<file path="src/rtl/lkchk_pkg.sv">
package lkchk_pkg;
  typedef enum logic {
    RPT_BITS  = 1'b0,
    RPT_TALLY = 1'b1
  } rpt_mode_e;

  localparam int unsigned LFSR_LEN = 23;
  localparam int unsigned LFSR_TAP = 18;
endpackage

</file>
<file path="src/rtl/lkchk_ref.sv">
module lkchk_ref #(
  parameter int unsigned W   = 24,
  parameter int unsigned LEN = lkchk_pkg::LFSR_LEN,
  parameter int unsigned TAP = lkchk_pkg::LFSR_TAP
) (
  input  logic         clk_i,
  input  logic         rst_ni,
  input  logic         run_i,
  input  logic [W-1:0] rx_word_i,
  output logic         cmp_valid_o,
  output logic [W-1:0] mism_o
);
  localparam int unsigned EXT_W = 2 * W;

  logic         aligned_q, aligned_d;
  logic [W-1:0] exp_q, exp_d;
  logic         ref_en;

  // Extend a word by W sequence bits: ext[j] = ext[j-LEN] ^ ext[j-TAP].
  function automatic logic [W-1:0] advance(input logic [W-1:0] cur);
    logic [EXT_W-1:0] ext;
    ext = '0;
    ext[W-1:0] = cur;
    for (int j = W; j < EXT_W; j++) begin
      ext[j] = ext[j-LEN] ^ ext[j-TAP];
    end
    return ext[EXT_W-1:W];
  endfunction

  generate
    if (W < LEN) begin : g_bad_width
      initial $error("word narrower than generator length");
    end
  endgenerate

  always_comb begin
    aligned_d = aligned_q;
    exp_d     = exp_q;
    ref_en    = 1'b0;
    if (!run_i) begin
      aligned_d = 1'b0;
    end else if (!aligned_q) begin
      if (rx_word_i != '0) begin
        aligned_d = 1'b1;
        exp_d     = advance(rx_word_i);
        ref_en    = 1'b1;
      end
    end else begin
      exp_d  = advance(exp_q);
      ref_en = 1'b1;
    end
  end

  always_ff @(posedge clk_i or negedge rst_ni) begin
    if (!rst_ni) begin
      aligned_q <= 1'b0;
      exp_q     <= '0;
    end else begin
      aligned_q <= aligned_d;
      if (ref_en) exp_q <= exp_d;
    end
  end

  assign cmp_valid_o = run_i & aligned_q;
  assign mism_o      = cmp_valid_o ? (rx_word_i ^ exp_q) : '0;

  // idle zero words never align the checker
  a_r2_idle_ignored: assert property (@(posedge clk_i) disable iff (!rst_ni)
    (run_i && !aligned_q && rx_word_i == '0) |=> !aligned_q);
  // loss of run drops alignment
  a_r9_align_cleared: assert property (@(posedge clk_i) disable iff (!rst_ni)
    !run_i |=> !aligned_q);
endmodule

</file>
<file path="config.mk">
export PLATFORM = sky130hd
export DESIGN_NAME = lkchk_ref
export DESIGN_NICKNAME = d
export VERILOG_FILES = /design/src/rtl/lkchk_pkg.sv /design/src/rtl/lkchk_ref.sv
export SDC_FILE = /design/constraint.sdc
export NUM_CORES = 1
export LEC_CHECK = 0
export CAP_MARGIN = 20
export CELL_PAD_IN_SITES_DETAIL_PLACEMENT = 1
export CELL_PAD_IN_SITES_GLOBAL_PLACEMENT = 1
export CORE_MARGIN = 3
export CORE_UTILIZATION = 40
export DETAILED_ROUTE_END_ITERATION = 8
export DONT_BUFFER_PORTS = 1
export PLACE_DENSITY_LB_ADDON = 0.1
export SLEW_MARGIN = 20
export SYNTH_ARGS = -nofsm -noshare
export SYNTH_HDL_FRONTEND = slang
export SYNTH_SLANG_ARGS = --single-unit
export TNS_END_PERCENT = 30
</file>
<file path="constraint.sdc">
create_clock -name clk_i -period 5.11 [get_ports clk_i]
set_input_delay 1.022 -clock clk_i [delete_from_list [all_inputs] [get_ports clk_i]]
set_output_delay 1.022 -clock clk_i [all_outputs]
set_load 0.005 [all_outputs]
</file>
Word level (Yosys, flattened, before mapping)
Index checks and enable logic that the tools add are counted.
{ "word_totals": {"ff_bits": 25, "in_bits": 27, "output_inout_bits": 25, "word_cells": 61} }
{ "op_classes": {"muxes": 6, "bitwise": 50, "n_reduce_logical": 3} }
{ "op_table": {"columns": ["operator", "count"], "rows": [
  ["$mux 24", 3],
  ["$xor 1x1->1", 48],
  ["$reduce_bool 24->1", 1],
  ["$xor 24x24->24", 1],
  ["$mux 1", 3],
  ["$reduce_and 3->1", 1],
  ["$reduce_bool 2->1", 1],
  ["$and 1x1->1", 1]
]} }

Logic depth before layout (Yosys ltp)
Gate-level depths: netlist of the first run.
{ "logic_depth": {"word_depth": 5, "depth_mapped": 7, "mapped_depth_nobuf": 4} }

Worst setup path after synthesis of the first run
No wires, ideal clock.
{ "synth_timing": {"kind": "input to output", "from": "input run_i", "to": "output mism_o[10]", "arrival_time_ns": 1.536, "t_required_ns": 4.088, "setup_slack_ns": 2.552, "stages": 3, "path_buffers": 1, "path_cell_list": "nand2_1 clkbuf_1 nor2_1"} }
{ "synth_between": {"elab_chain_len": 2} }
{ "synth_rtl": {"columns": ["element", "line", "text"], "rows": [
  ["start: declaration", "lkchk_ref.sv:8", "input logic run_i,"],
  ["$and 1x1->1", "lkchk_ref.sv:64", "assign cmp_valid_o = run_i & aligned_q;"],
  ["$mux 24", "lkchk_ref.sv:65", "assign mism_o = cmp_valid_o ? (rx_word_i ^ exp_q) : '0;"],
  ["end: declaration", "lkchk_ref.sv:11", "output logic [W-1:0] mism_o"]
]} }
Every way passes these cells.

Worst setup path after layout of the first run
{ "layout_timing": {"from": "input run_i", "to": "output mism_o[1]"} }
The elaborated chain is that of the path after synthesis.

==> results.py, run 1 <==
metrics = {
    "logic_synthesis": {
        "ys.warnings.count": 0,
        "synth_top_family_by_area": "XOR/XNOR gates",
        "yosysSeqAreaShare_pct": 30.5,
        "synth_cells": 211,
        "synth_fp_nets": 238,
        "synthSimpleGateAreaFrac_pct": 9.63,
        "ys_ff_latch": 25,
        "synthAdderAreaFrac_pct": 0,
        "muxShareOfSynthArea_pct": 20.3,
        "synth_compound_area_share_pct": 3.78,
        "synthXorXnorAreaFrac_pct": 30.7,
        "syn_area_per_cell_um2": 9.73,
        "yosysUniqueCellTypes": 19,
        "async_flop_share_pct": 100,
        "synth_area_mm2": 0.00205,
        "synth_edf_count": 0,
        "ys.flop_type": "dfrtp_1",
    },
    "placed_design": {
        "dpl_cell_area_mm2": 0.00207,
        "dp_hpwl_mm": 3.80,
        "globalplace.congestion": 0.753,
        "portBuffers": 0,
    },
    "critical_path": {
        "rr_startpoint": "aligned_q",
        "crit_type": "in2out",
        "end_kind": "output pin",
        "cpPeakStageDelay_ps": 470,
        "crit_slowest_cell": "nand2_1",
        "critPathArrivalTime_ps": 1830,
        "path_cells": "nand2_1, nor2_1",
        "path_buf_inv": 0,
        "cpLargestDelayFamily": "simple AND/OR/NAND/NOR gates",
        "crit_required_ps": 4090,
        "crit_start": "run_i",
        "cp_max_fo": 25,
        "cp-start-kind": "input port",
    },
    "clock_network": {
        "cts_setup_buffers": 0,
        "htreeDepth": 1,
        "clk_pin_slew_worst_paths_ps": 110,
        "cts_hold_buf": 0,
        "cts_tree": "done",
        "cts_buffer_depth": 2,
        "root_buffer": "clkbuf_8",
        "clkSinkCount": 25,
        "numCtsBuffers": 3,
        "worstSkewPairLatency_ps": 280,
        "ctsResizeCount": 0,
    },
    "pwr": {
        "power_switching_mw": 0.438,
        "p_clk_share_pct": 11.7,
        "peakVddDrop_mv": 0.177,
        "power.share.combinational_pct": 48.0,
        "p_leak_nw": 0.869,
        "p_seq_share_pct": 40.3,
        "switching_share_pct": 39.2,
        "powerDensity_mw_per_mm2": 528,
        "p_int_mw": 0.679,
    },
    "cells_and_area": {
        "mostFrequentLayoutCell": "xnor2_1",
        "nNetsFinal": 234,
        "final_cell_mix": "xnor2_1 (58), nor2_1 (25), dfrtp_1 (25), nand2_1 (15), mux2i_1 (15)",
        "area_growth_pct": 3.17,
        "fin_area_mm2": 0.00212,
        "drive_gt1_share_pct": 12.1,
        "diodes": 0,
    },
    "sta": {
        "fin_crit_sh_pct": 55.8,
        "report.final.setup_viol": 0,
        "fmax_mhz": 351,
        "relSlewSlack_pct": 43.3,
        "fin_skew_ps": 6.51,
        "hold_violations": 0,
        "tightest_slew_ps": 849,
        "finalSetupTns_ps": 0,
        "drv_slew": 0,
        "rsz0062_at_grt": "no",
        "layout_min_cycle_time_ps": 2850,
    },
    "detailed_routing": {
        "dr.pass1.iters": 4,
        "drtAntennaViolNets": 0,
        "drc_errors": 0,
        "vias_per_cell": 5.11,
        "finalWirelength_mm": 5.07,
        "drt_iter0_markers": 64,
        "wl_per_cell_um": 18.6,
        "vias": 1394,
    },
    "die": {
        "ios": 52,
        "initial_core_util_pct": 42.3,
        "die-area_mm2": 0.00603,
        "dieHeight_um": 77.6,
        "num_rows": 25,
        "core_mm2": 0.00485,
        "dieWidth_um": 77.6,
    },
    "global_route": {
        "grt.overflow.total": 0,
        "antenna_found_initial": 0,
        "grt_usage_pct": 17.6,
        "grt_pass1_wl_mm": 8.31,
        "grt_max_degree": 34,
        "grt_pass1_vias": 1539,
    },
    "outcome": {
        "status": "complete, no violations",
    },
    "worst_hold_path": {
        "hold_path.class": "in2async",
    },
    "job": {
        "maxCapViolCount": 0,
    },
}
-- final cells by class --
class	count	area [µm²]
repair buffers	2	15.0
well taps	67	83.8
clock buffers	3	41.3
fillers	555	2730
multi-input cells	169	1320
flip-flops and latches	25	626
inverters	6	22.5
clock inverters	1	7.51
-- final timing paths --
check	to	slack [ps]	depth (start not counted)
max	mism_o[1]	2260	2
min	aligned_q	420	0
max reg2reg	exp_q[0]	2840	6
min reg2reg	exp_q[0]	550	1
max in group asynchronous	exp_q[11]	4610	0
min in group clk_i	exp_q[0]	550	1
-- through the flow --
stage / cells / power, mW / utilization, % / hold WS, ps / setup WS [ps]
4_1_cts: 273 / 1.13 / 43.7 / 415 / 2220
2_1_floorplan: 211 / 0.896 / - / 504 / 2550
5_1_grt: 273 / 1.22 / 43.7 / 404 / 2130
3_5_place_dp: 269 / 1.00 / 42.7 / 524 / 2230
6_report: 273 / 1.12 / 43.7 / 418 / 2260
3_3_place_gp: 269 / 0.973 / 42.7 / 516 / 2270
-- logic make-up (layout without fill, tap and decap cells) --
group,count (synthesis),after routing
xor+xnor,72,72
simple gates,48,48
mux,34,34
buf+inv,17,12
compound gates,15,15
flops,25,25
-- registers in the layout, indices dropped and copies added (netlist names) --
signal,cells
aligned_q,1
exp_q,24
-- power groups by stage --
stage	sequential (mW)	combinational [mW]	clock, mW
global route	0.471	0.608	0.140
CTS	0.455	0.545	0.133
floorplan	0.405	0.491	0
global placement	0.451	0.521	0
detailed placement	0.458	0.542	0
finish	0.451	0.536	0.130
-- Yosys cell counts, drive strengths merged, types with 4 or more instances --
master	number	share of area, %
buf	4	2.7
clkbuf	7	1.3
dfrtp	25	30
inv	6	1.1
mux2	19	13
mux2i	15	7.3
nand2	15	2.7
nor2	25	4.6
nor4	5	1.5
o21ai	14	3.4
xnor2	58	25
xor2	14	6.0
-- layer usage --
layer	up-vias	global-route usage [%]	share of wire, %
li1	670	-	-
met1	680	22.8	45
met3	4	3.36	6.4
met2	40	30.2	47
met5	-	0	0
met4	0	3.74	0.75
No activity file was read; power rests on OpenSTA's default activity.
==> run 2, diff against run 1 <==
- ABC_AREA: not set -> 1
- clock period: 5.11 -> 2.46 ns (I/O delays scaled with it)
==> run 2 against run 1 <==
Synthesized cell count grew 66%. Worst setup slack lost 1900 ps. Global-route usage grew 5.6 points. Design area grew 8.6%. Total power grew 20%. Hold slack lost 410 ps. Core utilization grew 0.22 points. Largest power group is now sequential cells.
==> results.py, run 2 <==
metrics = {
    "placed_design": {
        "globalplace.congestion": 0.779,
        "dpl_cell_area_mm2": 0.00223,
        "portBuffers": 0,
        "dp_hpwl_mm": 5.21,
    },
    "logic_synthesis": {
        "synth_common_cells": "nand2_1 (112), nand3_1 (51), inv_1 (35)",
        "yosysUniqueCellTypes": 19,
        "synthSimpleGateAreaFrac_pct": 36.5,
        "yosysSeqAreaShare_pct": 28.2,
        "ys_ff_latch": 25,
        "async_flop_share_pct": 100,
        "ys.flop_type": "dfrtp_1",
        "yosysMostFrequentCell": "nand2_1",
        "synth_top_area_share_pct": 28.2,
        "muxShareOfSynthArea_pct": 0,
        "synth_area_mm2": 0.00222,
        "synth_cells": 350,
        "synth.area.top_cells": "dfrtp_1 (28%), nand2_1 (19%), nand3_1 (12%), xnor2_1 (9.1%), o21ai_0 (7.7%)",
        "synth_edf_count": 0,
        "synth_top_family_by_area": "simple AND/OR/NAND/NOR gates",
        "synth_fp_nets": 377,
        "synth_largest_area_cell": "dfrtp_1",
        "syn_area_per_cell_um2": 6.33,
        "ys.warnings.count": 0,
        "synth_compound_area_share_pct": 11.6,
        "synthXorXnorAreaFrac_pct": 13.4,
        "synthAdderAreaFrac_pct": 0,
    },
    "critical_path": {
        "path_buf_inv": 1,
        "crit_end": "mism_o[19]",
        "path_depth": 4,
        "crit_start": "aligned_q",
        "path_cells": "nand2_2, clkinvlp_4, o21ai_0, a21oi_1",
        "rr_startpoint": "aligned_q",
        "end_kind": "output pin",
        "crit_slowest_cell": "dfrtp_1",
        "cpLargestDelayFamily": "flip-flops",
        "cp_max_fo": 16,
        "critPathArrivalTime_ps": 1630,
        "r2r_end": "exp_q[3]",
        "r2r_setup_slack_ps": 820,
        "crit_type": "reg2out",
        "cpPeakStageDelay_ps": 490,
        "crit_required_ps": 1970,
        "cp-start-kind": "register",
        "reg2regPathDepth": 7,
    },
    "cells_and_area": {
        "drive_gt1_share_pct": 4.08,
        "largest_register_ff_count": 24,
        "area_growth_pct": 3.78,
        "largest-register": "exp_q",
        "final_cell_mix": "nand2_1 (112), nand3_1 (51), inv_1 (34), o21ai_0 (34), dfrtp_1 (25)",
        "mostFrequentLayoutCell": "nand2_1",
        "nNetsFinal": 371,
        "fin_area_mm2": 0.00230,
        "top_regs": "exp_q (24), aligned_q (1)",
        "diodes": 0,
    },
    "global_route": {
        "grt_pass1_vias": 2188,
        "grt.overflow.total": 0,
        "grt_pass1_wl_mm": 11.4,
        "grt_max_degree": 27,
        "antenna_found_initial": 0,
        "grt_usage_pct": 23.1,
    },
    "pwr": {
        "power_switching_mw": 0.540,
        "p_total_mw": 1.35,
        "p_clk_share_pct": 20.2,
        "p_int_mw": 0.805,
        "power.share.combinational_pct": 35.0,
        "switching_share_pct": 40.2,
        "peakVddDrop_mv": 0.233,
        "powerDensity_mw_per_mm2": 585,
        "p_seq_share_pct": 44.7,
        "p_leak_nw": 1.16,
    },
    "detailed_routing": {
        "drt_iter0_markers": 76,
        "dr.pass1.iters": 4,
        "finalWirelength_mm": 7.02,
        "drc_errors": 0,
        "vias": 2202,
        "vias_per_cell": 5.33,
        "drtAntennaViolNets": 0,
        "wl_per_cell_um": 17.0,
    },
    "sta": {
        "hold_violations": 0,
        "whs_ps": 8.32,
        "finalSetupTns_ps": 0,
        "tightest_slew_ps": 559,
        "fin_skew_ps": 5.74,
        "rsz0062_at_grt": "no",
        "report.final.setup_viol": 0,
        "fin_crit_sh_pct": 86.1,
        "layout_min_cycle_time_ps": 2120,
        "drv_slew": 0,
        "fmax_mhz": 472,
        "relSlewSlack_pct": 62.7,
    },
    "die": {
        "core_mm2": 0.00524,
        "dieWidth_um": 80.4,
        "dieHeight_um": 80.4,
        "die-area_mm2": 0.00647,
        "num_rows": 26,
        "ios": 52,
        "initial_core_util_pct": 42.3,
    },
    "clock_network": {
        "cts_buffer_depth": 2,
        "htreeDepth": 1,
        "clkSinkCount": 25,
        "cts_tree": "done",
        "clk_pin_slew_worst_paths_ps": 100,
        "root_buffer": "clkbuf_8",
        "cts_setup_buffers": 0,
        "numCtsBuffers": 3,
        "worstSkewPairLatency_ps": 290,
    },
    "job": {
        "maxCapViolCount": 0,
    },
    "worst_hold_path": {
        "hold_path.class": "in2async",
    },
    "outcome": {
        "status": "complete, no violations",
    },
}
## run 2: cell types whose count changed after synthesis, moves of 5 or more
cell     previous run  this run
mux2i_1            15         0
nand2_1            15       112
inv_1               6        35
xnor2_1            58        23
o21ai_0            14        34
nor4_1              5         0
a21oi_1             0        15
mux2_4             14         0
mux2_2              5         0
nand3_1             1        51
## run 2: worst register-to-register path: stages (launching register included)
cell,delay (ps)
dfrtp_1,480
nor2_2,140
nand2_1,100
nor2_2,160
nand3_4,210
nand2_4,320
nand2_1,100
nand2_1,70
## run 2: worst min path at each step
stage / from / to / slack, ps
2_1_floorplan: rst_ni / aligned_q / 200
6_report: rst_ni / exp_q[0] / 8
5_1_grt: rst_ni / exp_q[19] / 10
4_1_cts: rst_ni / exp_q[19] / 20
3_3_place_gp: rst_ni / exp_q[19] / 200
3_5_place_dp: rst_ni / exp_q[19] / 200
## run 2: logic make-up after synthesis
| kind of cell | after synthesis |
|---|---|
| xor+xnor | 34 |
| buf+inv | 50 |
| simple gates | 190 |
| flops | 25 |
| compound gates | 51 |
## run 2: layout make-up
type                    count  area [µm²]
multi-input cells         275        1360
flip-flops and latches     25         626
clock buffers               4        45.0
well taps                  70        87.6
fillers                   740        2940
inverters                  35         135
repair buffers              4        42.5
## run 2: layer usage
layer | vias to the layer above | global-route usage, % | routed length [µm] | part of all wire, %
met5 | - | 0 | 0 | 0
met4 | 0 | 6.42 | 77 | 1.1
met3 | 5 | 3.14 | 387 | 5.5
met2 | 50 | 36.6 | 3220 | 46
met1 | 1055 | 32.8 | 3340 | 48
li1 | 1092 | - | - | -
## run 2: through the flow
step	std cells	setup slack, ps	utilization (%)
floorplan	350	703	-
global placement	408	513	42.6
detailed placement	408	438	42.6
CTS	413	109	43.8
global route	413	133	43.9
finish	413	343	43.9
## run 2: power by group through the flow
stage               Combinational [mW]  Sequential, mW  Clock (mW)
floorplan                        0.405           0.564           0
global placement                 0.448           0.608           0
detailed placement               0.460           0.609           0
CTS                              0.477           0.602       0.276
global route                     0.552           0.615       0.293
finish                           0.471           0.602       0.272
## run 2: timing repair
action                                  in CTS  in global routing
resized for setup                            0                  1
hold buffers                                 1                  0
hold endpoints to repair                    25                  0
endpoints found under the setup margin       0                 15
==> run 3, diff against run 2 <==
- PLACE_DENSITY: not set -> 0.84
- PLACE_DENSITY_LB_ADDON: 0.1 -> not set
==> run 3 against run 2 <==
Design area decreased by 0.27%. Wire length decreased by 0.27%. Core utilization decreased by 0.12 points. Total power decreased by 0.18%. Largest power group unchanged. Largest cell class unchanged. Clock power decreased by 5%. Register-to-register slack got worse by 240 ps. Die area unchanged.
==> results.py, run 3 (same netlist as run 2, synthesis figures left out) <==
metrics = {
    "cells_and_area": {
        "largest-register": "exp_q",
        "drive_gt1_share_pct": 4.09,
        "final_cell_mix": "nand2_1 (112), nand3_1 (51), inv_1 (34), o21ai_0 (34), dfrtp_1 (25)",
        "final_util_pct": 43.8,
        "largest_register_ff_count": 24,
        "diodes": 0,
        "mostFrequentLayoutCell": "nand2_1",
        "fin_area_mm2": 0.00229,
        "nNetsFinal": 370,
        "top_regs": "exp_q (24), aligned_q (1)",
        "area_growth_pct": 3.50,
    },
    "pwr": {
        "p_seq_share_pct": 44.9,
        "peakVddDrop_mv": 0.299,
        "power_switching_mw": 0.541,
        "switching_share_pct": 40.3,
        "power.share.combinational_pct": 35.9,
        "p_leak_nw": 1.16,
        "p_clk_share_pct": 19.2,
        "powerDensity_mw_per_mm2": 585,
        "p_int_mw": 0.802,
    },
    "placed_design": {
        "globalplace.congestion": 0.837,
        "portBuffers": 0,
        "dpl_cell_area_mm2": 0.00222,
        "dp_hpwl_mm": 5.23,
    },
    "critical_path": {
        "crit_type": "reg2out",
        "cp-start-kind": "register",
        "rr_startpoint": "aligned_q",
        "crit_start": "aligned_q",
        "end_kind": "output pin",
        "critPathArrivalTime_ps": 1670,
        "crit_required_ps": 1970,
        "cp_max_fo": 16,
    },
    "global_route": {
        "grt_pass1_wl_mm": 11.7,
        "grt_usage_pct": 23.1,
        "grt_max_degree": 27,
        "antenna_found_initial": 0,
        "grt.overflow.total": 0,
        "grt_pass1_vias": 2319,
    },
    "die": {
        "ios": 52,
        "initial_core_util_pct": 42.3,
        "num_rows": 26,
        "die-area_mm2": 0.00647,
        "dieHeight_um": 80.4,
        "core_mm2": 0.00524,
        "dieWidth_um": 80.4,
    },
    "clock_network": {
        "root_buffer": "clkbuf_8",
        "numCtsBuffers": 3,
        "clk_pin_slew_worst_paths_ps": 100,
        "htreeDepth": 1,
        "cts_tree": "done",
        "worstSkewPairLatency_ps": 280,
        "clkSinkCount": 25,
        "cts_buffer_depth": 2,
    },
    "outcome": {
        "status": "complete, no violations",
    },
    "detailed_routing": {
        "wl_per_cell_um": 17.0,
        "drtAntennaViolNets": 0,
        "finalWirelength_mm": 7.00,
        "vias_per_cell": 5.49,
        "drc_errors": 0,
        "vias": 2262,
        "dr.pass1.iters": 4,
        "drt_iter0_markers": 73,
    },
    "sta": {
        "fmax_mhz": 464,
        "hold_violations": 0,
        "finalSetupTns_ps": 0,
        "rsz0062_at_grt": "no",
        "drv_slew": 0,
        "layout_min_cycle_time_ps": 2160,
        "relSlewSlack_pct": 59.7,
        "fin_skew_ps": 12.5,
        "fin_crit_sh_pct": 87.7,
        "report.final.setup_viol": 0,
        "tightest_slew_ps": 604,
    },
    "job": {
        "maxCapViolCount": 0,
    },
    "worst_hold_path": {
        "hold_path.class": "in2async",
    },
}
-- run 3: cell count changes in the layout (fill, tap and decap cells not counted) --
cell      previous run  this run
buf_4                3         2
clkinv_2             0         1
clkbuf_1             1         0
-- run 3: final timing paths --
kind	to	slack, ps	cells after the start
max in group asynchronous	exp_q[17]	2280	1
worst max-delay path	mism_o[10]	300	4
min in group clk_i	exp_q[20]	350	2
worst min register to register	exp_q[0]	510	2
worst min-delay path	exp_q[2]	10	1
worst max register to register	exp_q[22]	580	8
-- run 3: final cells by class --
| cell class | instances | area (µm²) |
|---|---|---|
| fillers | 718 | 2940 |
| multi-input cells | 275 | 1360 |
| flip-flops and latches | 25 | 626 |
| inverters | 35 | 135 |
| well taps | 70 | 87.6 |
| clock buffers | 3 | 41.3 |
| repair buffers | 3 | 35.0 |
| clock inverters | 1 | 5.00 |
-- run 3: what timing repair did --
| action | CTS | global route |
|---|---|---|
| hold buffers | 1 | 0 |
| gates resized for setup | 0 | 1 |
| hold endpoints to repair | 25 | 0 |
| buffers inserted | 0 | 0 |
| endpoints found under the setup margin | 0 | 2 |
-- run 3: metrics by stage --
step           setup slack (ps)  power (mW)  hold WS [ps]  cells
2_1_floorplan               703       0.969           196    350
3_3_place_gp                550        1.05           198    407
3_5_place_dp                402        1.07           198    407
4_1_cts                     118        1.35          16.6    412
5_1_grt                     199        1.46          16.9    412
6_report                    303        1.34          12.1    412
-- run 3: metal layers --
metal  wire length [µm]  track usage [%]
met5                  0                0
met1               3230             31.3
met3                440             4.48
met4                114             4.22
met2               3220             38.2
-- run 3: worst max-delay path: stages, from the launching register on --
cell	delay, ps
dfrtp_1	450
nand2_2	230
clkinvlp_4	380
o21ai_0	240
a21oi_1	90
-- run 3: power groups by stage --
stage	registers, mW	logic, mW	clock network (mW)
2_1_floorplan	0.564	0.405	0
3_5_place_dp	0.609	0.465	0
3_3_place_gp	0.604	0.447	0
5_1_grt	0.614	0.564	0.279
6_report	0.603	0.482	0.258
4_1_cts	0.601	0.483	0.262
